===== config.mk =====
export PLATFORM = sky130hd
export DESIGN_NAME = vtx_text_engine
export DESIGN_NICKNAME = d
export VERILOG_FILES = /design/src/rtl/vtx_pkg.sv /design/src/rtl/vtx_timing.sv /design/src/rtl/vtx_fetch.sv /design/src/rtl/vtx_text_engine.sv
export SDC_FILE = /design/constraint.sdc
export NUM_CORES = 1
export LEC_CHECK = 0
export BUFFER_PORTS_ARGS = -buffer_cell sky130_fd_sc_hd__buf_4
export CAP_MARGIN = 25
export CORE_AREA = 2 2 122 124
export CTS_BUF_LIST = sky130_fd_sc_hd__clkbuf_8
export DETAILED_ROUTE_END_ITERATION = 10
export DIE_AREA = 0 0 124 126
export HOLD_SLACK_MARGIN = 0.05
export PLACE_DENSITY_LB_ADDON = 0.3
export SYNTH_ARGS = -nofsm -noshare
export SYNTH_HDL_FRONTEND = slang
export SYNTH_SLANG_ARGS = --single-unit

===== constraint.sdc =====
create_clock -name clk -period 2.69 [get_ports clk]
set_clock_uncertainty 0.2 [all_clocks]
set_input_delay 0.1345 -clock clk [delete_from_list [all_inputs] [get_ports clk]]
set_output_delay 0.1345 -clock clk [all_outputs]
set_load 0.01 [all_outputs]

===== src/rtl/vtx_pkg.sv =====
// Package vtx_pkg
// Shared widths and types for the text-mode video engine. The counter and bus
// widths are fixed by the address layout that the memories decode.
package vtx_pkg;
    localparam int HCNT_W = 11;            // line position counter
    localparam int VCNT_W = 10;            // line counter
    localparam int PH_W   = 4;             // clock phase within a character slot
    localparam int COL_W  = 7;             // character column field
    localparam int TROW_W = 5;             // text row field
    localparam int GROW_W = 4;             // glyph row field
    localparam int PAGE_W = 2;             // RAM page field
    localparam int FONT_W = 5;             // font field of the attribute
    localparam int DATA_W = 8;
    localparam int RAM_AW = PAGE_W + TROW_W + COL_W;
    localparam int ROM_AW = FONT_W + DATA_W + GROW_W;
    localparam int SLOT_CLKS = 1 << PH_W;
    localparam int SUB_CLKS  = SLOT_CLKS / 4;  // clocks per RAM sub-access

    typedef enum logic [PAGE_W-1:0] {
        PG_CODE  = 2'd0,
        PG_ATTR  = 2'd1,
        PG_COLOR = 2'd2
    } page_e;

    typedef struct packed {
        logic [DATA_W-1:0] code;
        logic [DATA_W-1:0] attr;
        logic [DATA_W-1:0] color;
    } cell_t;
endpackage


===== src/rtl/vtx_timing.sv =====
// Module vtx_timing
// Raster counters and the sync, blank and bus-ownership flags. The line position
// counts clocks; the low PH_W bits are the phase inside a character slot.
// Assumes the horizontal total fits HCNT_W bits, the frame fits VCNT_W bits,
// and PIPE_CH does not exceed H_BP_CH (the shift is taken from the back porch).
module vtx_timing
    import vtx_pkg::*;
#(
    parameter int H_ACTIVE_CH = 80,
    parameter int H_FP_CH     = 2,
    parameter int H_SYNC_CH   = 12,
    parameter int H_BP_CH     = 6,
    parameter int PIPE_CH     = 2,
    parameter int V_ACTIVE    = 480,
    parameter int V_FP        = 10,
    parameter int V_SYNC      = 2,
    parameter int V_BP        = 33
) (
    input  logic              clk,
    input  logic              rst_n,
    output logic              run,
    output logic [PH_W-1:0]   phase,
    output logic [COL_W-1:0]  col,
    output logic [TROW_W-1:0] trow,
    output logic [GROW_W-1:0] grow,
    output logic              hs_n,
    output logic              vs_n,
    output logic              blank,
    output logic              busy
);
    localparam int H_TOTAL  = (H_ACTIVE_CH + H_FP_CH + H_SYNC_CH + H_BP_CH) * SLOT_CLKS;
    localparam int HB_END   = PIPE_CH * SLOT_CLKS;
    localparam int HB_START = (PIPE_CH + H_ACTIVE_CH) * SLOT_CLKS;
    localparam int HS_START = HB_START + H_FP_CH * SLOT_CLKS;
    localparam int HS_END   = HS_START + H_SYNC_CH * SLOT_CLKS;
    localparam int V_TOTAL  = V_ACTIVE + V_FP + V_SYNC + V_BP;
    localparam int VS_START = V_ACTIVE + V_FP;
    localparam int VS_END   = VS_START + V_SYNC;

    logic [HCNT_W-1:0] hcnt;
    logic [VCNT_W-1:0] vcnt;
    logic              hwrap;
    logic              vwrap;
    logic              h_disp;
    logic              h_sync;
    logic              v_disp;
    logic              v_sync;

    assign hwrap = (hcnt == HCNT_W'(H_TOTAL - 1));
    assign vwrap = (vcnt == VCNT_W'(V_TOTAL - 1));

    // Purpose: advance the raster position once the engine is running.
    always_ff @(posedge clk) begin
        if (!rst_n) begin
            run  <= 1'b0;
            hcnt <= '0;
            vcnt <= '0;
        end else begin
            run <= 1'b1;
            if (run) begin
                if (hwrap) begin
                    hcnt <= '0;
                    vcnt <= vwrap ? '0 : vcnt + 1'b1;
                end else begin
                    hcnt <= hcnt + 1'b1;
                end
            end
        end
    end

    // Purpose: decode the horizontal and vertical windows from the counters.
    always_comb begin
        h_disp = (hcnt >= HCNT_W'(HB_END)) && (hcnt < HCNT_W'(HB_START));
        h_sync = (hcnt >= HCNT_W'(HS_START)) && (hcnt < HCNT_W'(HS_END));
        v_disp = (vcnt < VCNT_W'(V_ACTIVE));
        v_sync = (vcnt >= VCNT_W'(VS_START)) && (vcnt < VCNT_W'(VS_END));
    end

    // Purpose: drive the video flags, all held inactive while stopped.
    always_comb begin
        hs_n  = !(run && h_sync);
        vs_n  = !(run && v_sync);
        blank = !(run && h_disp && v_disp);
        busy  = run && v_disp;
    end

    assign phase = hcnt[PH_W-1:0];
    assign col   = hcnt[PH_W +: COL_W];
    assign grow  = vcnt[GROW_W-1:0];
    assign trow  = vcnt[GROW_W +: TROW_W];
endmodule


===== src/rtl/vtx_fetch.sv =====
// Module vtx_fetch
// Two-slot fetch chain. Slot k reads code, attribute and colour of column k from
// the RAM. Slot k+1 reads the glyph row from the ROM. The end of slot k+1 loads
// the output registers. Assumes RAM data is valid SUB_CLKS-1 clocks after an
// address change and ROM data within half a slot.
module vtx_fetch
    import vtx_pkg::*;
(
    input  logic              clk,
    input  logic              rst_n,
    input  logic              fetch_en,
    input  logic [PH_W-1:0]   phase,
    input  logic [COL_W-1:0]  col,
    input  logic [TROW_W-1:0] trow,
    input  logic [GROW_W-1:0] grow,
    input  logic [DATA_W-1:0] ram_rdata,
    input  logic [DATA_W-1:0] rom_rdata,
    output logic [RAM_AW-1:0] ram_addr,
    output logic [ROM_AW-1:0] rom_addr,
    output logic [DATA_W-1:0] glyph,
    output logic [DATA_W-1:0] color,
    output logic [DATA_W-1:0] attr
);
    localparam logic [PH_W-1:0] PH_CODE  = PH_W'(SUB_CLKS - 1);
    localparam logic [PH_W-1:0] PH_ATTR  = PH_W'(2 * SUB_CLKS - 1);
    localparam logic [PH_W-1:0] PH_COLOR = PH_W'(3 * SUB_CLKS - 1);
    localparam logic [PH_W-1:0] PH_GLYPH = PH_W'(SLOT_CLKS / 2 - 1);
    localparam logic [PH_W-1:0] PH_LAST  = PH_W'(SLOT_CLKS - 1);

    page_e             page;
    cell_t             stage1;     // bytes of the cell read in this slot
    cell_t             stage2;     // bytes of the cell read in the previous slot
    logic [DATA_W-1:0] glyph_tmp;

    // Purpose: choose the RAM page from the sub-access the phase is in.
    always_comb begin
        unique case (phase[PH_W-1 -: 2])
            2'd0:    page = PG_CODE;
            2'd1:    page = PG_ATTR;
            default: page = PG_COLOR;
        endcase
    end

    // Purpose: drive the memory addresses, parked at zero when the bus is free.
    always_comb begin
        if (fetch_en) begin
            ram_addr = {page, trow, col};
            rom_addr = {stage2.attr[DATA_W-1 -: FONT_W], stage2.code, grow};
        end else begin
            ram_addr = '0;
            rom_addr = '0;
        end
    end

    // Purpose: capture each RAM byte at the end of its sub-access.
    always_ff @(posedge clk) begin
        if (!rst_n) begin
            stage1 <= '0;
        end else if (fetch_en) begin
            if (phase == PH_CODE)  stage1.code  <= ram_rdata;
            if (phase == PH_ATTR)  stage1.attr  <= ram_rdata;
            if (phase == PH_COLOR) stage1.color <= ram_rdata;
        end
    end

    // Purpose: hand the fetched cell to the ROM stage at the slot boundary.
    always_ff @(posedge clk) begin
        if (!rst_n) begin
            stage2 <= '0;
        end else if (fetch_en && phase == PH_LAST) begin
            stage2 <= stage1;
        end
    end

    // Purpose: hold the glyph row returned by the ROM until the slot ends.
    always_ff @(posedge clk) begin
        if (!rst_n) begin
            glyph_tmp <= '0;
        end else if (fetch_en && phase == PH_GLYPH) begin
            glyph_tmp <= rom_rdata;
        end
    end

    // Purpose: load glyph, colour and attribute together for display.
    always_ff @(posedge clk) begin
        if (!rst_n) begin
            glyph <= '0;
            color <= '0;
            attr  <= '0;
        end else if (fetch_en && phase == PH_LAST) begin
            glyph <= glyph_tmp;
            color <= stage2.color;
            attr  <= stage2.attr;
        end
    end
endmodule


===== src/rtl/vtx_text_engine.sv =====
// Module vtx_text_engine
// Top level of the text-mode video engine: raster timing plus the two-slot
// character fetch chain. Blanking and sync are placed PIPE_CH slots late so the
// output registers line up with the displayed cell. Assumes asynchronous-read
// memories on both buses.
module vtx_text_engine
    import vtx_pkg::*;
#(
    parameter int H_ACTIVE_CH = 80,
    parameter int H_FP_CH     = 2,
    parameter int H_SYNC_CH   = 12,
    parameter int H_BP_CH     = 6,
    parameter int PIPE_CH     = 2,
    parameter int V_ACTIVE    = 480,
    parameter int V_FP        = 10,
    parameter int V_SYNC      = 2,
    parameter int V_BP        = 33
) (
    input  logic              clk,
    input  logic              rst_n,
    output logic [RAM_AW-1:0] ram_addr,
    input  logic [DATA_W-1:0] ram_rdata,
    output logic              busy,
    output logic [ROM_AW-1:0] rom_addr,
    input  logic [DATA_W-1:0] rom_rdata,
    output logic              hsync_n,
    output logic              vsync_n,
    output logic              blank,
    output logic [DATA_W-1:0] glyph,
    output logic [DATA_W-1:0] color,
    output logic [DATA_W-1:0] attr
);
    logic              run;
    logic [PH_W-1:0]   phase;
    logic [COL_W-1:0]  col;
    logic [TROW_W-1:0] trow;
    logic [GROW_W-1:0] grow;
    logic              own_bus;

    vtx_timing #(
        .H_ACTIVE_CH (H_ACTIVE_CH),
        .H_FP_CH     (H_FP_CH),
        .H_SYNC_CH   (H_SYNC_CH),
        .H_BP_CH     (H_BP_CH),
        .PIPE_CH     (PIPE_CH),
        .V_ACTIVE    (V_ACTIVE),
        .V_FP        (V_FP),
        .V_SYNC      (V_SYNC),
        .V_BP        (V_BP)
    ) u_timing (
        .clk   (clk),
        .rst_n (rst_n),
        .run   (run),
        .phase (phase),
        .col   (col),
        .trow  (trow),
        .grow  (grow),
        .hs_n  (hsync_n),
        .vs_n  (vsync_n),
        .blank (blank),
        .busy  (own_bus)
    );

    vtx_fetch u_fetch (
        .clk       (clk),
        .rst_n     (rst_n),
        .fetch_en  (own_bus && run),
        .phase     (phase),
        .col       (col),
        .trow      (trow),
        .grow      (grow),
        .ram_rdata (ram_rdata),
        .rom_rdata (rom_rdata),
        .ram_addr  (ram_addr),
        .rom_addr  (rom_addr),
        .glyph     (glyph),
        .color     (color),
        .attr      (attr)
    );

    assign busy = own_bus;
endmodule


### Word-level counts from Yosys, hierarchy flattened

Index checks and enable logic that the tools add are counted.
W data, S select, Z words.

| word-level totals | value |
|---|---|
| output and inout bits | 59 |
| logic and storage cells | 54 |
| bits in registers | 102 |

| cells by class | value |
|---|---|
| reductions and logical operators | 19 |
| order comparisons | 7 |
| muxes and demuxes | 6 |
| $add $sub $neg | 2 |
| equal/unequal tests | 7 |

Operators with widths:

| kind | count |
|---|---|
| $lt A11 B11 Y1 const B | 2 |
| $lt A10 B9 Y1 const B | 2 |
| $mux W17 | 1 |
| $mux W14 | 1 |
| $add A11 B1 Y11 const B | 1 |
| $eq A11 B11 Y1 const B | 1 |
| $ge A11 B11 Y1 const B | 1 |
| $ge A11 B6 Y1 const B | 1 |
| $logic_and A1 B1 Y1 | 11 |
| $mux W11 | 1 |
| $add A10 B1 Y10 const B | 1 |
| $eq A10 B10 Y1 const B | 1 |
| $ge A10 B9 Y1 const B | 1 |
| $mux W10 | 1 |
| $eq A4 B4 Y1 const B | 2 |
| $reduce_and A2 Y1 | 4 |
| $eq A4 B2 Y1 const B | 1 |
| $eq A4 B3 Y1 const B | 1 |
| $pmux W2 S2 | 1 |
| $logic_not A1 Y1 | 3 |
| $eq A2 B1 Y1 const B | 1 |
| $logic_not A2 Y1 | 1 |
| $mux W1 | 1 |

### Depth between registers and ports, before layout

| depth | value |
|---|---|
| depth after elaboration | 5 |
| mapped depth | 7 |
| gate-level depth less buffers | 6 |

### Hierarchy

Synthesis repeated with hierarchy kept, for this count alone.

| unflattened totals | value |
|---|---|
| cell total of the unflattened synthesis | 462 |
| area total of the unflattened synthesis | 4,433.0 um^2 |

By module, submodules not included:

| module | instances | area each (um^2) | cells an instance |
|---|---|---|---|
| vtx_fetch | 1 | 3,156.8 | 316 |
| vtx_timing | 1 | 1,270.0 | 145 |
| vtx_text_engine | 1 | 6.3 | 1 |

### Worst setup path before layout

Ideal clock, no wire load.

| timing path | value |
|---|---|
| path kind | reg-to-reg |
| start point | reg u_timing.hcnt[0] |
| end point | reg u_timing.vcnt[8] |
| required time | 2,373 ps |
| setup slack | 758 ps |
| arrival time | 1,615 ps |
| buffers on the path | 1 |
| library setup time | 117 ps |
| period minus slack after synthesis | 1,932 ps |
| cell stages (with the launch flop) | 7 |
| path through | dfxtp_1 > ha_1 > nand3_1 > or2_2 > clkbuf_1 > a211o_1 > a32o_1 |

| between the ends | value |
|---|---|
| cells in the longest elaborated chain, start to end | 2 |

RTL lines:

| item | RTL line | RTL |
|---|---|---|
| from (decl) | vtx_timing.sv:40 | `logic [HCNT_W-1:0] hcnt;` |
| from (signal assigned) | vtx_timing.sv:65 | `hcnt <= hcnt + 1'b1;` |
| $eq A11 B11 Y1 | vtx_timing.sv:49 | `assign hwrap = (hcnt == HCNT_W'(H_TOTAL - 1));` |
| $reduce_and A2 Y1 (no source line) | - |  |
| to (signal assigned) | vtx_timing.sv:63 | `vcnt <= vwrap ? '0 : vcnt + 1'b1;` |
| to (decl) | vtx_timing.sv:41 | `logic [VCNT_W-1:0] vcnt;` |

No other way between the ends.
A chain may end at the register's enable or synchronous reset.

### Worst setup path after layout

| timing path | value |
|---|---|
| start point | reg u_timing.run |
| end point | out rom_addr[7] |

| between the ends | value |
|---|---|
| cells in the longest elaborated chain, start to end | 3 |

RTL lines:

| item | RTL line | RTL |
|---|---|---|
| from (decl) | vtx_timing.sv:21 | `output logic run,` |
| from (signal assigned) | vtx_timing.sv:55 | `run <= 1'b0;` |
| from (signal assigned) | vtx_timing.sv:59 | `run <= 1'b1;` |
| $logic_and A1 B1 Y1 | vtx_timing.sv:84 | `busy = run && v_disp;` |
| $logic_and A1 B1 Y1 * | vtx_text_engine.sv:67 | `.fetch_en (own_bus && run),` |
| $mux W17 * | vtx_fetch.sv:46 | `if (fetch_en) begin` |
| to (decl) | vtx_text_engine.sv:24 | `output logic [ROM_AW-1:0] rom_addr,` |

Mark *: on every way between the ends. The rest lies on a longest branch, timed or not.

==> metrics.csv <==
metric,value,unit
Synth Warn #,0,
Detail Route Antenna Nets,0,
RSZ-0062 raised after global routing,false,
largest net degree at the start of global routing,97,
GR peak layer,met2,
die width,124,µm
Max Freq,0.432,GHz
"commonest non-fill, non-tap cells in the layout","102 x dfxtp_1, 81 x buf_4, 72 x nand3_1",
CP endpoint kind,output port,
DIE AREA,15600,µm²
Vias/cell,4.94,
Num Clock Sinks,102,
post-synthesis sequential area ratio,48.3,%
min Tclk post-route,2.32,ns
DR vias,3738,
all-layer global routing usage,13.6,%
pwr dens,485,nW/µm²
Final Net Count,590,
Mean Syn Cell Area,8.43,µm²
"FF+latch count, synth",102,
Max Slew Vio Count,0,
vias in the first global route,3479,
drt total wl,10.4,mm
Global Route met3 Usage,3.44,%
status,"complete, no violations",
Root Driver,clkbuf_8,
final hold viol count,0,
initial antenna violation count,0,
post-CTS resize count,0,
family with the most delay on the worst path,simple AND/OR/NAND/NOR gates,
Hold Crit Class,flop to flop,
DRT iter0 DRCs,246,
Max Buffers Root-to-Sink,2,
H-tree depth,3,
hold buffers post-CTS,17,
GR Util met1,17.9,%
number of synthesized flops with an enable pin,0,
Num CTS Buffers,9,
leak pwr,2.09,nW
clk slew on worst S/H paths,0.10,ns
net count after synthesis,524,
"Buf+Inv Stages, Crit Path",2,
Peak VDD IR,0.181,mV
Initial Utilization,29.6,%
CP dominant cell by count,buf_4,
drt drc,0,
CTS tree,built,
kind of critical path,flop to output port,
Critical Path RT,2.36,ns
worst-path cell chain,nor2b_2 > buf_4 > and3_1 > buf_4,
1st-pass router iterations,4,
crit path DAT,1.98,ns
area delta synth->final,25.4,%
final setup fails,0,
layout cells sized above 1,18.8,%
setup TNS,0,ns
CP peak stage delay,0.49,ns
Synth Instances,502,
global-route wire length before repair,17.0,mm
Critical Path Start Type,flop,
# port buffers,76,
final cell count without fillers,757,
Core Area,14300,µm²
"commonest non-fill, non-tap cell in the layout",dfxtp_1,
slew margin rel.,51.9,%
Worst-Margin Slew,0.719,ns
GP Congestion,0.841,
Min Hold Slack,0.267,ns
# Post-CTS Setup Buffers,0,
HPWL after DPL,6.96,mm
Synth Cell Area,4230,µm²
grt ovf,0,
row count,44,
final worst-path cycle share,86.1,%
Synth async-reset ratio,0,%
worst skew pair latency,0.37,ns
GR Util met2,21.1,%
Routed wire per std cell,13.8,µm
Netlist cell types,46,
Most used DFF post-synth,dfxtp_1,
CP max stage cell,dfxtp_1,
die height,126,µm
Inst Count DP,724,
antenna fix cells,0,
critical-path maximum fanout,24,
max_cap viols,0,
I/O pin count,77,
-- sequential cells by signal, indices dropped and copies added (netlist names), 8 cells and up --
signal	flops
u_fetch.attr	8
u_fetch.glyph_tmp	8
u_fetch.glyph	8
u_fetch.color	8
u_timing.vcnt	10
u_timing.hcnt	11
u_fetch.stage2	24
u_fetch.stage1	24
-- worst reg2reg max path, cell delays in order, from the launching register on --
cell and delay, ns:
dfxtp_1 0.55, nand3_1 0.28, nor2_1 0.64, o211ai_1 0.18, a32o_1 0.30
-- final cells by class --
cell class | count | area, µm²
Tap cell | 184 | 230
Multi-Input combinational cell | 348 | 2000
Clock inverter | 5 | 41.3
Timing Repair Buffer | 100 | 818
Sequential cell | 102 | 2040
Clock buffer | 11 | 151
Inverter | 7 | 26.3
Fill cell | 1470 | 9010
-- through the flow --
step / util [%] / worst slack, ns / power [W] / cell area (µm²)
after detailed placement: 34.5 / 0.479 / 0.00164 / 4940
after CTS: 37.1 / 0.365 / 0.00261 / 5310
after floorplan: - / 0.758 / 0.00160 / 4230
after global routing: 37.1 / 0.229 / 0.00268 / 5310
after global placement: 34.5 / 0.541 / 0.00164 / 4940
final: 37.1 / 0.374 / 0.00257 / 5310
-- logic make-up after synthesis --
| family | count (synthesis) | share of synthesized area, % |
|---|---|---|
| simple gates | 226 | 27.3 |
| xor+xnor | 7 | 1.45 |
| flops | 102 | 48.3 |
| fa+ha+maj | 4 | 1.18 |
| compound gates | 95 | 13.0 |
| mux | 16 | 3.78 |
| buf+inv | 52 | 5.00 |
-- layer usage --
metal / vias to the layer above / part of all wire, %
met5: - / 0
met4: 0 / 1.5
met3: 10 / 4.3
met2: 64 / 46
met1: 1748 / 48
li1: 1916 / -
-- power breakdown --
group | switching [W] | leakage (nW) | internal (W) | total (W)
combinational | 0.0000599 | 1.17 | 0.0000467 | 0.000107
sequential | 0.00000475 | 0.822 | 0.00151 | 0.00152
clock | 0.000552 | 0.0978 | 0.000397 | 0.000950
-- synthesized netlist by cell type (6+ instances only) --
cell / number / area share, %
dfxtp_1: 102 / 48
a21oi_1: 6 / 0.71
nand2_1: 66 / 5.9
and3_1: 31 / 4.6
nor2_1: 10 / 0.89
mux2i_1: 16 / 3.8
nand4_1: 9 / 1.3
o21a_1: 6 / 1.1
nor3_1: 14 / 1.7
inv_1: 7 / 0.62
buf_2: 13 / 1.5
clkbuf_1: 28 / 2.5
nand3_1: 72 / 8.5
o21ai_0: 67 / 7.9
-- worst paths after layout --
check,slack [ns],cells after the start,to,from
min,0.27,2,u_fetch.color[7]$_SDFFE_PN0P_,u_fetch.stage2[7]$_SDFFE_PN0P_
min reg2reg,0.27,2,u_fetch.color[7]$_SDFFE_PN0P_,u_fetch.stage2[7]$_SDFFE_PN0P_
max,0.37,4,rom_addr[7],u_timing.run$_DFF_P_
max reg2reg,0.45,4,u_timing.vcnt[7]$_SDFFE_PN0P_,u_timing.hcnt[3]$_SDFFE_PN0P_
No activity file was read; power rests on OpenSTA's default activity.
